==> src/rtl/cctl_pkg.sv <==
package cctl_pkg;

    localparam int REG_W      = 32;
    localparam int BIT_WALLOC = 13;
    localparam int BIT_FREEZE = 9;
    localparam int BIT_DC_ON  = 8;
    localparam int BIT_BURST  = 4;
    localparam int BIT_INV_ALL = 3;
    localparam int BIT_INV_ONE = 2;
    localparam int IDX_LSB    = 2;

    typedef enum logic {
        SEL_CTRL = 1'b0,
        SEL_ADDR = 1'b1
    } reg_sel_e;

    typedef struct packed {
        logic walloc;
        logic freeze;
        logic dc_on;
        logic burst;
    } ctl_fields_t;

    typedef struct packed {
        logic inv_all;
        logic inv_one;
    } ctl_cmd_t;

    typedef struct packed {
        logic alloc;
        logic update;
        logic hit;
    } dresp_t;

    function automatic ctl_fields_t unpack_ctl(input logic [REG_W-1:0] w);
        ctl_fields_t f;
        f.walloc = w[BIT_WALLOC];
        f.freeze = w[BIT_FREEZE];
        f.dc_on  = w[BIT_DC_ON];
        f.burst  = w[BIT_BURST];
        return f;
    endfunction

    function automatic logic [REG_W-1:0] pack_ctl(input ctl_fields_t f);
        logic [REG_W-1:0] w;
        w = '0;
        w[BIT_WALLOC] = f.walloc;
        w[BIT_FREEZE] = f.freeze;
        w[BIT_DC_ON]  = f.dc_on;
        w[BIT_BURST]  = f.burst;
        return w;
    endfunction

endpackage

==> src/rtl/cctl_regs.sv <==
module cctl_regs
    import cctl_pkg::*;
(
    input  logic             clk,
    input  logic             rst,
    input  logic             reg_we,
    input  logic             reg_sel,
    input  logic [REG_W-1:0] reg_wdata,
    output logic [REG_W-1:0] reg_rdata,
    output ctl_fields_t      ctl_q,
    output logic [REG_W-1:0] addr_q,
    output ctl_cmd_t         cmd
);

    logic ctl_wr;
    logic addr_wr;

    assign ctl_wr  = reg_we && (reg_sel_e'(reg_sel) == SEL_CTRL);
    assign addr_wr = reg_we && (reg_sel_e'(reg_sel) == SEL_ADDR);

    always_ff @(posedge clk) begin
        if (rst) begin
            ctl_q  <= '0;
            addr_q <= '0;
        end else begin
            if (ctl_wr)
                ctl_q <= unpack_ctl(reg_wdata);
            if (addr_wr)
                addr_q <= reg_wdata;
        end
    end

    // Command bits act during the write itself and are never stored.
    always_comb begin
        cmd.inv_all = ctl_wr && reg_wdata[BIT_INV_ALL];
        cmd.inv_one = ctl_wr && reg_wdata[BIT_INV_ONE];
    end

    always_comb begin
        if (reg_sel_e'(reg_sel) == SEL_ADDR)
            reg_rdata = addr_q;
        else
            reg_rdata = pack_ctl(ctl_q);
    end

endmodule

==> src/rtl/icv_array.sv <==
module icv_array #(
    parameter int ENTRIES = 64,
    localparam int IDX_W  = $clog2(ENTRIES)
) (
    input  logic               clk,
    input  logic               rst,
    input  logic               clr_all,
    input  logic               clr_one,
    input  logic [IDX_W-1:0]   clr_idx,
    input  logic               fill,
    input  logic [IDX_W-1:0]   fill_idx,
    input  logic [IDX_W-1:0]   look_idx,
    output logic               valid_o,
    output logic [ENTRIES-1:0] vec_o
);

    logic [ENTRIES-1:0] vld_q;

    for (genvar e = 0; e < ENTRIES; e++) begin : g_ent
        logic hit_clr;
        logic hit_fill;
        assign hit_clr  = clr_all || (clr_one && (clr_idx == IDX_W'(e)));
        assign hit_fill = fill && (fill_idx == IDX_W'(e));

        always_ff @(posedge clk) begin
            if (rst)
                vld_q[e] <= 1'b0;
            else if (hit_clr)
                vld_q[e] <= 1'b0;
            else if (hit_fill)
                vld_q[e] <= 1'b1;
        end
    end

    assign valid_o = vld_q[look_idx];
    assign vec_o   = vld_q;

endmodule

==> src/rtl/dalloc_dec.sv <==
module dalloc_dec
    import cctl_pkg::*;
(
    input  ctl_fields_t ctl,
    input  logic        req,
    input  logic        wr,
    input  logic        hit,
    output dresp_t      resp
);

    logic live;

    assign live = req && ctl.dc_on;

    always_comb begin
        resp = '0;
        if (live) begin
            resp.hit = hit;
            if (hit) begin
                resp.update = wr;
            end else if (!ctl.freeze) begin
                resp.alloc = wr ? ctl.walloc : 1'b1;
            end
        end
    end

endmodule

==> src/rtl/cache_ctl_unit.sv <==
module cache_ctl_unit
    import cctl_pkg::*;
#(
    parameter int ENTRIES = 64,
    localparam int IDX_W  = $clog2(ENTRIES)
) (
    input  logic             clk,
    input  logic             rst,
    input  logic             reg_we,
    input  logic             reg_sel,
    input  logic [REG_W-1:0] reg_wdata,
    output logic [REG_W-1:0] reg_rdata,
    input  logic             d_req,
    input  logic             d_write,
    input  logic             d_hit,
    output logic             d_alloc,
    output logic             d_update,
    output logic             d_hit_out,
    input  logic             i_fill,
    input  logic [IDX_W-1:0] i_fill_idx,
    input  logic [IDX_W-1:0] i_lookup_idx,
    output logic             i_valid,
    output logic             i_burst
);

    ctl_fields_t        ctl_q;
    logic [REG_W-1:0]   addr_q;
    ctl_cmd_t           cmd;
    dresp_t             dresp;
    logic [ENTRIES-1:0] vld_vec;
    logic [IDX_W-1:0]   inv_idx;

    assign inv_idx = addr_q[IDX_LSB +: IDX_W];

    cctl_regs u_regs (
        .clk       (clk),
        .rst       (rst),
        .reg_we    (reg_we),
        .reg_sel   (reg_sel),
        .reg_wdata (reg_wdata),
        .reg_rdata (reg_rdata),
        .ctl_q     (ctl_q),
        .addr_q    (addr_q),
        .cmd       (cmd)
    );

    icv_array #(.ENTRIES(ENTRIES)) u_icv (
        .clk      (clk),
        .rst      (rst),
        .clr_all  (cmd.inv_all),
        .clr_one  (cmd.inv_one),
        .clr_idx  (inv_idx),
        .fill     (i_fill),
        .fill_idx (i_fill_idx),
        .look_idx (i_lookup_idx),
        .valid_o  (i_valid),
        .vec_o    (vld_vec)
    );

    dalloc_dec u_dec (
        .ctl  (ctl_q),
        .req  (d_req),
        .wr   (d_write),
        .hit  (d_hit),
        .resp (dresp)
    );

    assign d_alloc   = dresp.alloc;
    assign d_update  = dresp.update;
    assign d_hit_out = dresp.hit;
    assign i_burst   = i_fill && ctl_q.burst;

endmodule

==> config.mk <==
export PLATFORM = sky130hd
export DESIGN_NAME = cache_ctl_unit
export DESIGN_NICKNAME = d
export VERILOG_FILES = /design/src/rtl/cctl_pkg.sv /design/src/rtl/cctl_regs.sv /design/src/rtl/icv_array.sv /design/src/rtl/dalloc_dec.sv /design/src/rtl/cache_ctl_unit.sv
export SDC_FILE = /design/constraint.sdc
export NUM_CORES = 1
export LEC_CHECK = 0
export ABC_AREA = 0
export BUFFER_PORTS_ARGS = -buffer_cell sky130_fd_sc_hd__buf_4
export CORE_AREA = 4 4 94 131
export DETAILED_ROUTE_END_ITERATION = 16
export DIE_AREA = 0 0 98 135
export PLACE_DENSITY_LB_ADDON = 0.12
export SLEW_MARGIN = 20
export SYNTH_ARGS = -nofsm -noshare
export SYNTH_HDL_FRONTEND = slang
export SYNTH_SLANG_ARGS = --single-unit
==> constraint.sdc <==
create_clock -name clk -period 1.8 [get_ports clk]
set_input_delay 0 -clock clk [delete_from_list [all_inputs] [get_ports clk]]
set_output_delay 0 -clock clk [all_outputs]
set_load 0.02 [all_outputs]
==> Flow_metrics.wiki, run 1 <==
{| class="wikitable"
! Metric !! Value
|-
| Result of the run || complete, but fails checks
|-
| Violated checks || negative setup slack
|-
| Net Sw Frac || between 20% and 30%
|-
| Endpoint arrival time on the critical path || approximately 2.0 ns
|-
| Worst setup slack after placement || roughly 0.093 ns
|-
| Transition time of the tightest slew-check pin || ~0.66 ns
|-
| Avg Vias per Cell || between 5 and 6
|-
| Number of hold violations in the final report || 0
|-
| CP required || approximately 1.8 ns
|-
| Site row count || 46
|-
| First-iteration detailed-routing DRC count || approximately 230
|-
| Total setup buffers inserted after CTS || 0
|-
| PD cells || 796 nW/µm²
|-
| Placed Instances || 730
|-
| Leakage power of the design || approximately 2.2 nW
|-
| Yosys reg bits || 100
|-
| Clock tree from TritonCTS || done
|-
| Most area-hungry cell type in the Yosys netlist || dfxtp_1
|-
| Clk slew on worst S/H paths || roughly 0.070 ns
|-
| WHS || between 0.04 and 0.05 ns
|-
| Proportion of synthesized chip area in sequential cells || between 40% and 50%
|-
| Global-route congestion overflow total || 0
|-
| Path category of the worst min-delay check || primary input to flop
|-
| Syn Nets || ~570
|-
| Type of the worst setup path || flop to primary output
|-
| ANT nets after route || 0
|-
| Switching power || approximately 1.2 mW
|-
| Number of flops mapped to enable cells by yosys || 0
|-
| Routed vias || ~4300
|-
| Layout Nets || approximately 680
|-
| Flop pwr share || about half
|-
| Logic pwr share || 12.0%
|-
| Post-synth top flop || dfxtp_1
|-
| Reg2Reg Setup Slack || ~0.29 ns
|-
| Synth Instances || 517
|-
| Worst-case vdd ir drop || roughly 480 µV
|-
| Clock latency at the later pin of the worst-skew pair || 0.34 ns
|-
| Post-synthesis instance area || 4500 µm²
|-
| Count of pins over their slew limit || 0
|-
| Worst setup slack after layout || -0.216 ns
|-
| Internal power summed over all cells || about 3.5 mW
|-
| Clock network fraction of design power || 39.9%
|-
| Worst slew slack as a fraction of its limit || 55.7%
|-
| Buffer levels on the longest clock path || 2
|-
| Synth top cells by count || 103 x a21oi_1, 100 x dfxtp_1, 83 x nand2_1, 64 x a211oi_1, 31 x and2_1
|-
| Setup clock skew after layout || between 0.006 and 0.007 ns
|-
| Total power || approximately 4.8 mW
|-
| Global-route wire length before repair || around 22000 µm
|-
| Buffer type at the clock tree root || clkbuf_16
|-
| Setup-violating endpoint count in the final report || 1
|-
| Router iterations before antenna repair || 4
|-
| Library cell with the highest instance count after synthesis || a21oi_1
|-
| Kind of end point of the critical path || primary output
|-
| R2R Path End || u_icv.vec_o[4]
|-
| Async set-or-reset flop fraction in the synthesized netlist || 0%
|-
| Share of the synthesized area in the top cell type || ~45%
|-
| End point of the critical path || i_valid
|-
| Vias in the first global route || 4398
|-
| Synth top area cells || dfxtp_1 45%, a21oi_1 11%, a211oi_1 11%
|-
| Tmin final || between 2 and 2.5 ns
|-
| Number of fill cells || around 1100
|-
| Antenna violations before repair || 0
|-
| Die outline height || ~140 µm
|-
| Worst Setup SP || u_icv.vec_o[63]
|-
| Worst Reg-to-Reg Cells || 3
|-
| Effective utilization at floorplan || around two fifths
|-
| Synthesis warning total || 0
|-
| Worst-path fanout max || 2
|-
| Synthesized area per cell || 8.70 µm²
|-
| Reported max-cap violation count || 0
|-
| Total I/O pin count || 89
|-
| Detailed-route wire length per cell || between 15 and 20 µm
|-
| Number of buffers added by the clock tree synthesis step || 9
|-
| Clock tree sinks || 100
|-
| Fmax || 0.496 GHz
|-
| Worst hold path cell count || 4
|-
| Unrepaired setup endpoints after global routing || true
|-
| Die area || roughly 13000 µm²
|-
| RePlAce Congestion || approximately 0.85
|-
| Area delta synth->final || 32.9%
|-
| Fraction of the cycle the final worst path needs || 112%
|-
| Number of DRC violations after detailed routing || 0
|-
| Startpoint type of the worst setup path || flop
|-
| Routed WL || roughly 14000 µm
|-
| Unique cell type count in the Yosys netlist || 31
|-
| Count of input and output buffers || between 80 and 90
|-
| Fraction of layout instances using a drive strength above 1 || between 20 and 25%
|-
| Largest net degree at the start of global routing || 65
|-
| Area of the core region || around 11000 µm²
|-
| Die Width || about 98 µm
|-
| Number of diodes || 0
|-
| Level count of the clock H-tree || 3
|-
| Detailed placer's ending HPWL || ~9500 µm
|-
| R2R Path Start || u_regs.addr_q[4]
|-
| Non-filler cells, final || between 700 and 800
|-
| Total GRT Usage || around a fifth
|}
==> how the worst min path moves through the flow <==
stage | startpoint | to | slack (ns)
6_report | reg_we | u_regs.ctl_q[1] | 0.04
5_1_grt | reg_we | u_regs.ctl_q[2] | 0.09
4_1_cts | reg_we | u_regs.ctl_q[3] | 0.04
3_5_place_dp | reg_wdata[27] | u_regs.addr_q[27] | 0.26
3_3_place_gp | reg_wdata[19] | u_regs.addr_q[19] | 0.25
2_1_floorplan | d_hit | d_alloc | 0.13
==> power by group through the flow <==
stage | Combinational (mW) | Sequential (mW) | Clock, mW
5_1_grt | 0.621 | 2.29 | 2.04
2_1_floorplan | 0.288 | 2.32 | 0
6_report | 0.571 | 2.29 | 1.90
3_5_place_dp | 0.511 | 2.34 | 0
3_3_place_gp | 0.506 | 2.34 | 0
4_1_cts | 0.571 | 2.29 | 1.95
==> worst max-delay path: stages, from the launching register on <==
cell and delay [ns]:
dfxtp_2 0.32, mux4_2 0.47, o211ai_1 0.25, o21ai_2 0.10, a2111oi_4 0.32, nor2_1 0.07, buf_4 0.16
==> kinds of logic after synthesis <==
family	share of synthesized area, %
flip-flops	44.5
AO/OA/AOI/OAI	24.0
buffers and inverters	4.20
AND/OR/NAND/NOR	18.1
multiplexers	9.24
==> state kept, by name (all words and copies together), names as in the netlist <==
name,cells
u_icv.vec_o,64
u_regs.ctl_q,4
u_regs.addr_q,32
==> area by class of cell <==
| cell class | count | area, µm² | share of cell area (%) |
|---|---|---|---|
| clock buffers | 10 | 239 | 4.00 |
| clock inverters | 6 | 55.1 | 0.921 |
| inverters | 4 | 15.0 | 0.251 |
| multi-input cells | 372 | 2330 | 38.9 |
| flip-flops and latches | 100 | 2000 | 33.5 |
| well taps | 144 | 180 | 3.01 |
| repair buffers | 142 | 1160 | 19.4 |
==> per-layer routing <==
metal  up-vias  share of wire (%)  wire length (µm)  GRT usage (%)
met3        21                6.1               834           5.22
met5         -                  0                 0              0
met4         0                2.6               355           8.01
li1       2094                  -                 -              -
met2       138                 50              6800           35.9
met1      2029                 41              5600           23.8
==> stage by stage <==
stage / setup TNS [ns] / utilization, % / instance area, µm²
after floorplan: 0 / - / 4500
after global placement: 0 / 47.6 / 5340
after detailed placement: 0 / 47.6 / 5340
after CTS: -0.236 / 53.3 / 5980
after global routing: -0.307 / 53.3 / 5980
final: -0.216 / 53.3 / 5980
==> cell usage in the layout, fill, tap and decap left out <==
master         netlist  routed
buf_4                1     109
a21oi_1            103     103
dfxtp_1            100      99
nand2_1             83      83
a211oi_1            64      64
dlygate4sd3_1        0      32
and2_1              31      31
nor2_1              23      23
mux4_2              16      16
nor3_1              13      13
nand2b_1             9       9
clkbuf_16            0       9
inv_1                4       4
mux2_2               4       3
nor2b_1              3       3
nand3_1              3       3
inv_6                0       3
o21ai_0              3       2
and3_1               2       2
a22oi_1              2       2
a31oi_1              2       2
nor4_1               2       2
nor3_2               2       2
clkinv_4             0       2
a2111oi_0            1       1
mux2_4               0       1
o211ai_1             1       1
o21ai_2              0       1
mux2i_1              1       1
a2111oi_4            0       1
and3b_1              1       1
a21o_2               0       1
nor3b_2              1       1
inv_8                0       1
clkbuf_8             0       1
buf_12               0       1
dfxtp_2              0       1
==> what timing repair did <==
item | in CTS | in global routing
pin swaps | 3 | 1
resized for setup | 4 | 1
endpoints found under the setup margin | 1 | 1
hold buffers | 32 | 0
hold endpoints to repair | 36 | 0
Note: power is estimated with default switching activity, not from simulation.
==> inputs of run 2 (changes only) <==
--- a/config.mk
+++ b/config.mk
@@ -11,6 +11,7 @@
 export DETAILED_ROUTE_END_ITERATION = 16
 export DIE_AREA = 0 0 98 135
 export PLACE_DENSITY_LB_ADDON = 0.12
+export RECOVER_POWER = 25
 export SLEW_MARGIN = 20
 export SYNTH_ARGS = -nofsm -noshare
 export SYNTH_HDL_FRONTEND = slang
==> run 2 against run 1 <==
The flow still finishes with violations (negative setup slack). Global-route usage stayed put. Register-to-register slack about the same. First-iteration DRC count rose by 1.7%. Via count is 0.47% lower. Critical path depth unchanged. Critical path type unchanged. Critical endpoint unchanged.
==> Flow_metrics.wiki, run 2 (same netlist as run 1, synthesis figures left out) <==
{| class="wikitable"
! Metric !! Value
|-
| PD cells || 797 nW/µm² (was 796 nW/µm²)
|-
| Number of DRC violations after detailed routing || 0 (unchanged)
|-
| Global-route wire length before repair || 21900 µm (unchanged)
|-
| Final Instance Area || 5970 µm² (was 5980 µm²)
|-
| Number of hold violations in the final report || 0 (unchanged)
|-
| Antenna violations before repair || 0 (unchanged)
|-
| Logic pwr share || 11.9% (was 12.0%)
|-
| Avg Vias per Cell || 5.48 (was 5.50)
|-
| Leakage power of the design || 2.19 nW (was 2.20 nW)
|-
| Unrepaired setup endpoints after global routing || true (unchanged)
|-
| Clk slew on worst S/H paths || 0.07 ns (about the same)
|-
| Reported max-cap violation count || 0 (unchanged)
|-
| Count of input and output buffers || 88 (unchanged)
|-
| Area delta synth->final || 32.7% (was 32.9%)
|-
| Result of the run || complete, but fails checks (unchanged)
|-
| Layout Nets || 681 (unchanged)
|-
| Clock latency at the later pin of the worst-skew pair || 0.34 ns (about the same)
|-
| First-iteration detailed-routing DRC count || 236 (was 232)
|-
| Effective utilization at floorplan || 40.1% (unchanged)
|-
| Area of the core region || 11200 µm² (unchanged)
|-
| Transition time of the tightest slew-check pin || 1.37 ns (was 0.659 ns)
|-
| Die Width || 98 µm (unchanged)
|-
| Buffer type at the clock tree root || clkbuf_16 (unchanged)
|-
| Setup clock skew after layout || 0.00841 ns (was 0.00674 ns)
|-
| RePlAce Congestion || 0.853 (unchanged)
|-
| Number of diodes || 0 (unchanged)
|-
| Tmin final || 2.01 ns (was 2.02 ns)
|-
| Worst-case vdd ir drop || 482 µV (about the same)
|-
| Total placed instance area || 5340 µm² (unchanged)
|-
| Path category of the worst min-delay check || primary input to flop (unchanged)
|-
| Commonest non-fill, non-tap cell in the layout || buf_4 (unchanged)
|-
| Kind of end point of the critical path || primary output (unchanged)
|-
| Worst setup slack after layout || -0.214 ns (was -0.216 ns)
|-
| Global-route congestion overflow total || 0 (unchanged)
|-
| Startpoint type of the worst setup path || flop (unchanged)
|-
| Routed WL || 13500 µm (was 13600 µm)
|-
| Fmax || 0.496 GHz (about the same)
|-
| Count of pins over their slew limit || 0 (unchanged)
|-
| Switching power || 1.23 mW (about the same)
|-
| Detailed-route wire length per cell || 17.4 µm (was 17.5 µm)
|-
| Type of the worst setup path || flop to primary output (unchanged)
|-
| Clock tree from TritonCTS || done (unchanged)
|-
| Fraction of the cycle the final worst path needs || 112% (about the same)
|-
| Worst slew slack as a fraction of its limit || 8.88% (was 55.7%)
|-
| Top library cells by usage in the layout, fill and taps aside || 106 x buf_4, 103 x a21oi_1, 99 x dfxtp_1, 83 x nand2_1, 64 x a211oi_1 (was 109 x buf_4, 103 x a21oi_1, 99 x dfxtp_1, 83 x nand2_1, 64 x a211oi_1)
|-
| Net Sw Frac || 25.9% (about the same)
|-
| Site row count || 46 (unchanged)
|-
| Flop pwr share || 48.1% (about the same)
|-
| Level count of the clock H-tree || 3 (unchanged)
|-
| Endpoint arrival time on the critical path || 2.01 ns (was 2.02 ns)
|-
| Die area || 13200 µm² (unchanged)
|-
| Clock tree sinks || 100 (unchanged)
|-
| Worst-path fanout max || 2 (unchanged)
|-
| Largest net degree at the start of global routing || 65 (unchanged)
|-
| CP required || 1.80 ns (about the same)
|-
| Die outline height || 135 µm (unchanged)
|-
| Number of buffers added by the clock tree synthesis step || 9 (unchanged)
|-
| Routed vias || 4262 (was 4282)
|-
| Router iterations before antenna repair || 4 (unchanged)
|-
| Violated checks || negative setup slack (unchanged)
|-
| Number of flip-flops under the largest register name || 64 (unchanged)
|-
| Clock network fraction of design power || 40.0% (was 39.9%)
|-
| Internal power summed over all cells || 3.53 mW (about the same)
|-
| Total I/O pin count || 89 (unchanged)
|-
| Setup-violating endpoint count in the final report || 1 (unchanged)
|-
| Total GRT Usage || 20.5% (unchanged)
|-
| Vias in the first global route || 4398 (unchanged)
|-
| Buffer levels on the longest clock path || 2 (unchanged)
|-
| Detailed placer's ending HPWL || 9530 µm (unchanged)
|-
| Final Core Density || 53.2% (was 53.3%)
|-
| ANT nets after route || 0 (unchanged)
|-
| Fraction of layout instances using a drive strength above 1 || 24.0% (was 24.1%)
|}
run 2: changes by cell type in the layout (fill, tap and decap cells not counted):
cell / previous run / this run
buf_4: 109 / 106
and2_0: 0 / 1
clkbuf_2: 0 / 2
clkbuf_1: 0 / 1
and2_1: 31 / 30
run 2: routing by layer:
metal | track usage [%] | up-vias | wire length, µm | part of all wire [%]
met3 | 5.22 | 20 | 770 | 5.7
met1 | 23.8 | 2023 | 5620 | 41
li1 | - | 2094 | - | -
met5 | 0 | - | 0 | 0
met4 | 8.01 | 0 | 303 | 2.2
met2 | 35.9 | 125 | 6850 | 51
run 2: cell type report:
type	instances	area, µm²
fillers	1075	5250
multi-input cells	372	2330
flip-flops and latches	100	2000
repair buffers	142	1150
clock buffers	10	239
well taps	144	180
clock inverters	6	55.1
inverters	4	15.0
run 2: through the flow:
step	setup WS [ns]	total power, mW	hold slack (ns)	instances	setup TNS (ns)
5_1_grt	-0.307	4.95	0.0900	778	-3.39
3_5_place_dp	0.0932	2.85	0.256	730	0
4_1_cts	-0.236	4.81	0.0400	778	-0.236
2_1_floorplan	0.274	2.61	0.130	517	0
3_3_place_gp	0.0978	2.84	0.248	730	0
6_report	-0.214	4.76	0.0463	778	-0.214
run 2: power by group through the flow:
| stage | Clock [mW] | Combinational, mW | Sequential (mW) |
|---|---|---|---|
| after global placement | 0 | 0.506 | 2.34 |
| final | 1.90 | 0.568 | 2.29 |
| after CTS | 1.95 | 0.571 | 2.29 |
| after global routing | 2.04 | 0.618 | 2.29 |
| after detailed placement | 0 | 0.511 | 2.34 |
| after floorplan | 0 | 0.288 | 2.32 |
run 2: what timing repair did:
| item | CTS | global route |
|---|---|---|
| gates cloned | 0 | 0 |
| buffers inserted | 0 | 0 |
| hold buffers | 32 | 0 |
| resized for setup | 4 | 1 |
| setup endpoints to repair | 1 | 1 |
| hold endpoints to repair | 36 | 0 |
| pin swaps | 3 | 1 |
run 2: critical path: stages (launching register included):
cell and delay, ns:
dfxtp_2 0.32, mux4_2 0.47, o211ai_1 0.25, o21ai_2 0.10, a2111oi_4 0.32, nor2_1 0.07, buf_4 0.16
run 2: path summary, 6_finish.rpt:
kind / end / from / slack, ns / depth (start not counted)
hold / removal: u_regs.ctl_q[1] / reg_we / 0.05 / 4
hold reg to reg: u_regs.addr_q[31] / u_regs.addr_q[31] / 0.45 / 2
setup / recovery: i_valid / u_icv.vec_o[63] / -0.21 / 6
setup reg to reg: u_icv.vec_o[4] / u_regs.addr_q[4] / 0.28 / 3
==> inputs of run 3 (changes only) <==
--- a/config.mk
+++ b/config.mk
@@ -8,6 +8,7 @@
 export ABC_AREA = 0
 export BUFFER_PORTS_ARGS = -buffer_cell sky130_fd_sc_hd__buf_4
 export CORE_AREA = 4 4 94 131
+export CTS_BUF_LIST = sky130_fd_sc_hd__clkbuf_8
 export DETAILED_ROUTE_END_ITERATION = 16
 export DIE_AREA = 0 0 98 135
 export PLACE_DENSITY_LB_ADDON = 0.12
==> constraint.sdc (replaced) <==
create_clock -name clk -period 1.8 [get_ports clk]
set_input_delay 0.27 -clock clk [delete_from_list [all_inputs] [get_ports clk]]
set_output_delay 0.27 -clock clk [all_outputs]
set_load 0.02 [all_outputs]
==> run 3 against run 2 <==
The flow still finishes with violations (negative setup slack). Core utilization decreased by 2.8 points. Clock power shrank 26%. Hold slack gained 0.10 ns. Register-to-register slack gained 0.06 ns. Sequential cell count is the same. Routed wire length is 0.97% lower. Die area unchanged. Critical path depth is the same. Non-clock buffer count shrank 25. Sequential share of layout area grew 1.9 points.
==> Flow_metrics.wiki, run 3 (same netlist as run 1, synthesis figures left out) <==
{| class="wikitable"
! Metric !! Value
|-
| Vias in the first global route || 4275 (was 4398)
|-
| Setup TNS || -1.94 ns (was -0.214 ns)
|-
| Met1 usage in global routing || 25.1% (was 23.8%)
|-
| Effective utilization at floorplan || 40.1% (unchanged)
|-
| Endpoint arrival time on the critical path || 2.05 ns (was 2.01 ns)
|-
| Top library cells by usage in the layout, fill and taps aside || 107 x buf_4, 101 x a21oi_1, 98 x dfxtp_1, 83 x nand2_1, 64 x a211oi_1 (was 106 x buf_4, 103 x a21oi_1, 99 x dfxtp_1, 83 x nand2_1, 64 x a211oi_1)
|-
| Site row count || 46 (unchanged)
|-
| Met2 demand-to-capacity share in global routing || 35.3% (was 35.9%)
|-
| Avg Vias per Cell || 5.57 (was 5.48)
|-
| Routed WL || 13400 µm (was 13500 µm)
|-
| Number of DRC violations after detailed routing || 0 (unchanged)
|-
| PD cells || 747 nW/µm² (was 797 nW/µm²)
|-
| Number of hold violations in the final report || 0 (unchanged)
|-
| Worst Reg-to-Reg Cells || 3 (unchanged)
|-
| Fraction of the cycle the final worst path needs || 129% (was 112%)
|-
| Detailed placer's ending HPWL || 9700 µm (was 9530 µm)
|-
| Layout Nets || 656 (was 681)
|-
| Met3 usage || 5.37% (was 5.22%)
|-
| Clk slew on worst S/H paths || 0.10 ns (was 0.07 ns)
|-
| Path category of the worst min-delay check || primary input to flop (unchanged)
|-
| Worst-path fanout max || 2 (unchanged)
|-
| Count of pins over their slew limit || 0 (unchanged)
|-
| Hold Path Origin || reg_wdata[1] (was reg_we)
|-
| Reg2Reg Setup Slack || 0.34 ns (was 0.28 ns)
|-
| Die outline height || 135 µm (unchanged)
|-
| CP required || 1.53 ns (was 1.80 ns)
|-
| Buffer type at the clock tree root || clkbuf_8 (was clkbuf_16)
|-
| Worst-case vdd ir drop || 454 µV (was 482 µV)
|-
| Number of flip-flops under the largest register name || 64 (unchanged)
|-
| Reported max-cap violation count || 0 (unchanged)
|-
| Total placed instance area || 5450 µm² (was 5340 µm²)
|-
| Worst slew slack as a fraction of its limit || 43.0% (was 8.88%)
|-
| Level count of the clock H-tree || 3 (unchanged)
|-
| Detailed-route wire length per cell || 17.8 µm (was 17.4 µm)
|-
| Number of diodes || 0 (unchanged)
|-
| Leakage power of the design || 2.06 nW (was 2.19 nW)
|-
| Global-route wire length before repair || 22200 µm (was 21900 µm)
|-
| RePlAce Congestion || 0.894 (was 0.853)
|-
| Clock tree from TritonCTS || done (unchanged)
|-
| Total GRT Usage || 20.8% (was 20.5%)
|-
| Total power || 4.23 mW (was 4.76 mW)
|-
| Violated checks || negative setup slack (unchanged)
|-
| Fmax || 0.431 GHz (was 0.496 GHz)
|-
| Buffer levels on the longest clock path || 2 (unchanged)
|-
| Total setup buffers inserted after CTS || 0 (unchanged)
|-
| Die area || 13200 µm² (unchanged)
|-
| Result of the run || complete, but fails checks (unchanged)
|-
| Area of the core region || 11200 µm² (unchanged)
|-
| Count of input and output buffers || 88 (unchanged)
|-
| Area delta synth->final || 25.8% (was 32.7%)
|-
| Startpoint type of the worst setup path || flop (unchanged)
|-
| Router iterations before antenna repair || 5 (was 4)
|-
| Type of the worst setup path || flop to primary output (unchanged)
|-
| Die Width || 98 µm (unchanged)
|-
| Total I/O pin count || 89 (unchanged)
|-
| Unrepaired setup endpoints after global routing || true (unchanged)
|-
| Worst hold path cell count || 3 (was 4)
|-
| First-iteration detailed-routing DRC count || 265 (was 236)
|-
| ANT nets after route || 0 (unchanged)
|-
| R2R Path End || u_icv.vec_o[17] (was u_icv.vec_o[4])
|-
| Fraction of layout instances using a drive strength above 1 || 26.3% (was 24.0%)
|-
| Worst Setup SP || u_icv.vec_o[62] (was u_icv.vec_o[63])
|-
| Tmin final || 2.32 ns (was 2.01 ns)
|-
| Transition time of the tightest slew-check pin || 0.855 ns (was 1.37 ns)
|-
| Clock latency at the later pin of the worst-skew pair || 0.36 ns (was 0.34 ns)
|-
| Commonest non-fill, non-tap cell in the layout || buf_4 (unchanged)
|-
| Final Instance Area || 5660 µm² (was 5970 µm²)
|-
| Worst setup slack after layout || -0.521 ns (was -0.214 ns)
|-
| Setup-violating endpoint count in the final report || 21 (was 1)
|-
| Largest net degree at the start of global routing || 65 (unchanged)
|-
| Global-route congestion overflow total || 0 (unchanged)
|-
| Worst setup slack after placement || -0.379 ns (was 0.0932 ns)
|-
| Number of fill cells || 1106 (was 1075)
|-
| Kind of end point of the critical path || primary output (unchanged)
|-
| Worst hold endpoint || u_regs.addr_q[1] (was u_regs.ctl_q[1])
|-
| Sequential cell area in the final layout || 2000 µm² (about the same)
|-
| Area of the multi-input gates || 2330 µm² (about the same)
|-
| Global route hottest layer || met2 (unchanged)
|-
| Antenna violations before repair || 0 (unchanged)
|-
| Setup clock skew after layout || 0.0104 ns (was 0.00841 ns)
|-
| Routed vias || 4196 (was 4262)
|-
| R2R Path Start || u_regs.addr_q[2] (was u_regs.addr_q[4])
|-
| Number of buffers added by the clock tree synthesis step || 9 (unchanged)
|-
| Clock tree sinks || 100 (unchanged)
|}
[run 3: area by class of cell]
cell class | count | share of cell area, %
sequential | 100 | 35.4
multi-input combinational | 372 | 41.2
clock buffer | 9 | 2.19
inverter | 4 | 0.265
tap | 144 | 3.18
timing repair buffer | 117 | 16.5
clock inverter | 7 | 1.19
[run 3: worst max-delay path by stage]
stage	endpoint
2_1_floorplan	i_valid
3_3_place_gp	i_valid
3_5_place_dp	i_valid
4_1_cts	i_valid
5_1_grt	i_valid
6_report	i_valid
[run 3: power by group]
group | switching (mW) | total (mW) | internal (mW)
registers | 0.0335 | 2.29 | 2.26
logic | 0.296 | 0.525 | 0.228
clock network | 0.775 | 1.41 | 0.638
[run 3: worst max-delay path: stages, from the launching register on]
cell and delay (ns):
dfxtp_2 0.34, mux4_2 0.45, o211ai_1 0.26, a21oi_2 0.11
a2111oi_4 0.34, nor2_2 0.06, buf_6 0.13
[run 3: repair_timing]
item | 4_1_cts | 5_1_grt
endpoints found under the setup margin | 1 | 1
pin swaps | 0 | 0
gates resized for setup | 6 | 1
hold buffers | 0 | 0
[run 3: stage by stage]
step	instances	hold WS (ns)	utilization, %
3_5_place_dp	737	0.445	48.6
3_3_place_gp	737	0.438	48.6
2_1_floorplan	517	0.406	-
6_report	753	0.147	50.4
4_1_cts	753	0.129	50.5
5_1_grt	753	0.128	50.4
[run 3: routing by layer]
| metal | part of all wire (%) | vias up |
|---|---|---|
| met5 | 0 | - |
| met4 | 2.8 | 0 |
| met3 | 7.6 | 28 |
| met2 | 50 | 157 |
| met1 | 40 | 1976 |
| li1 | - | 2035 |
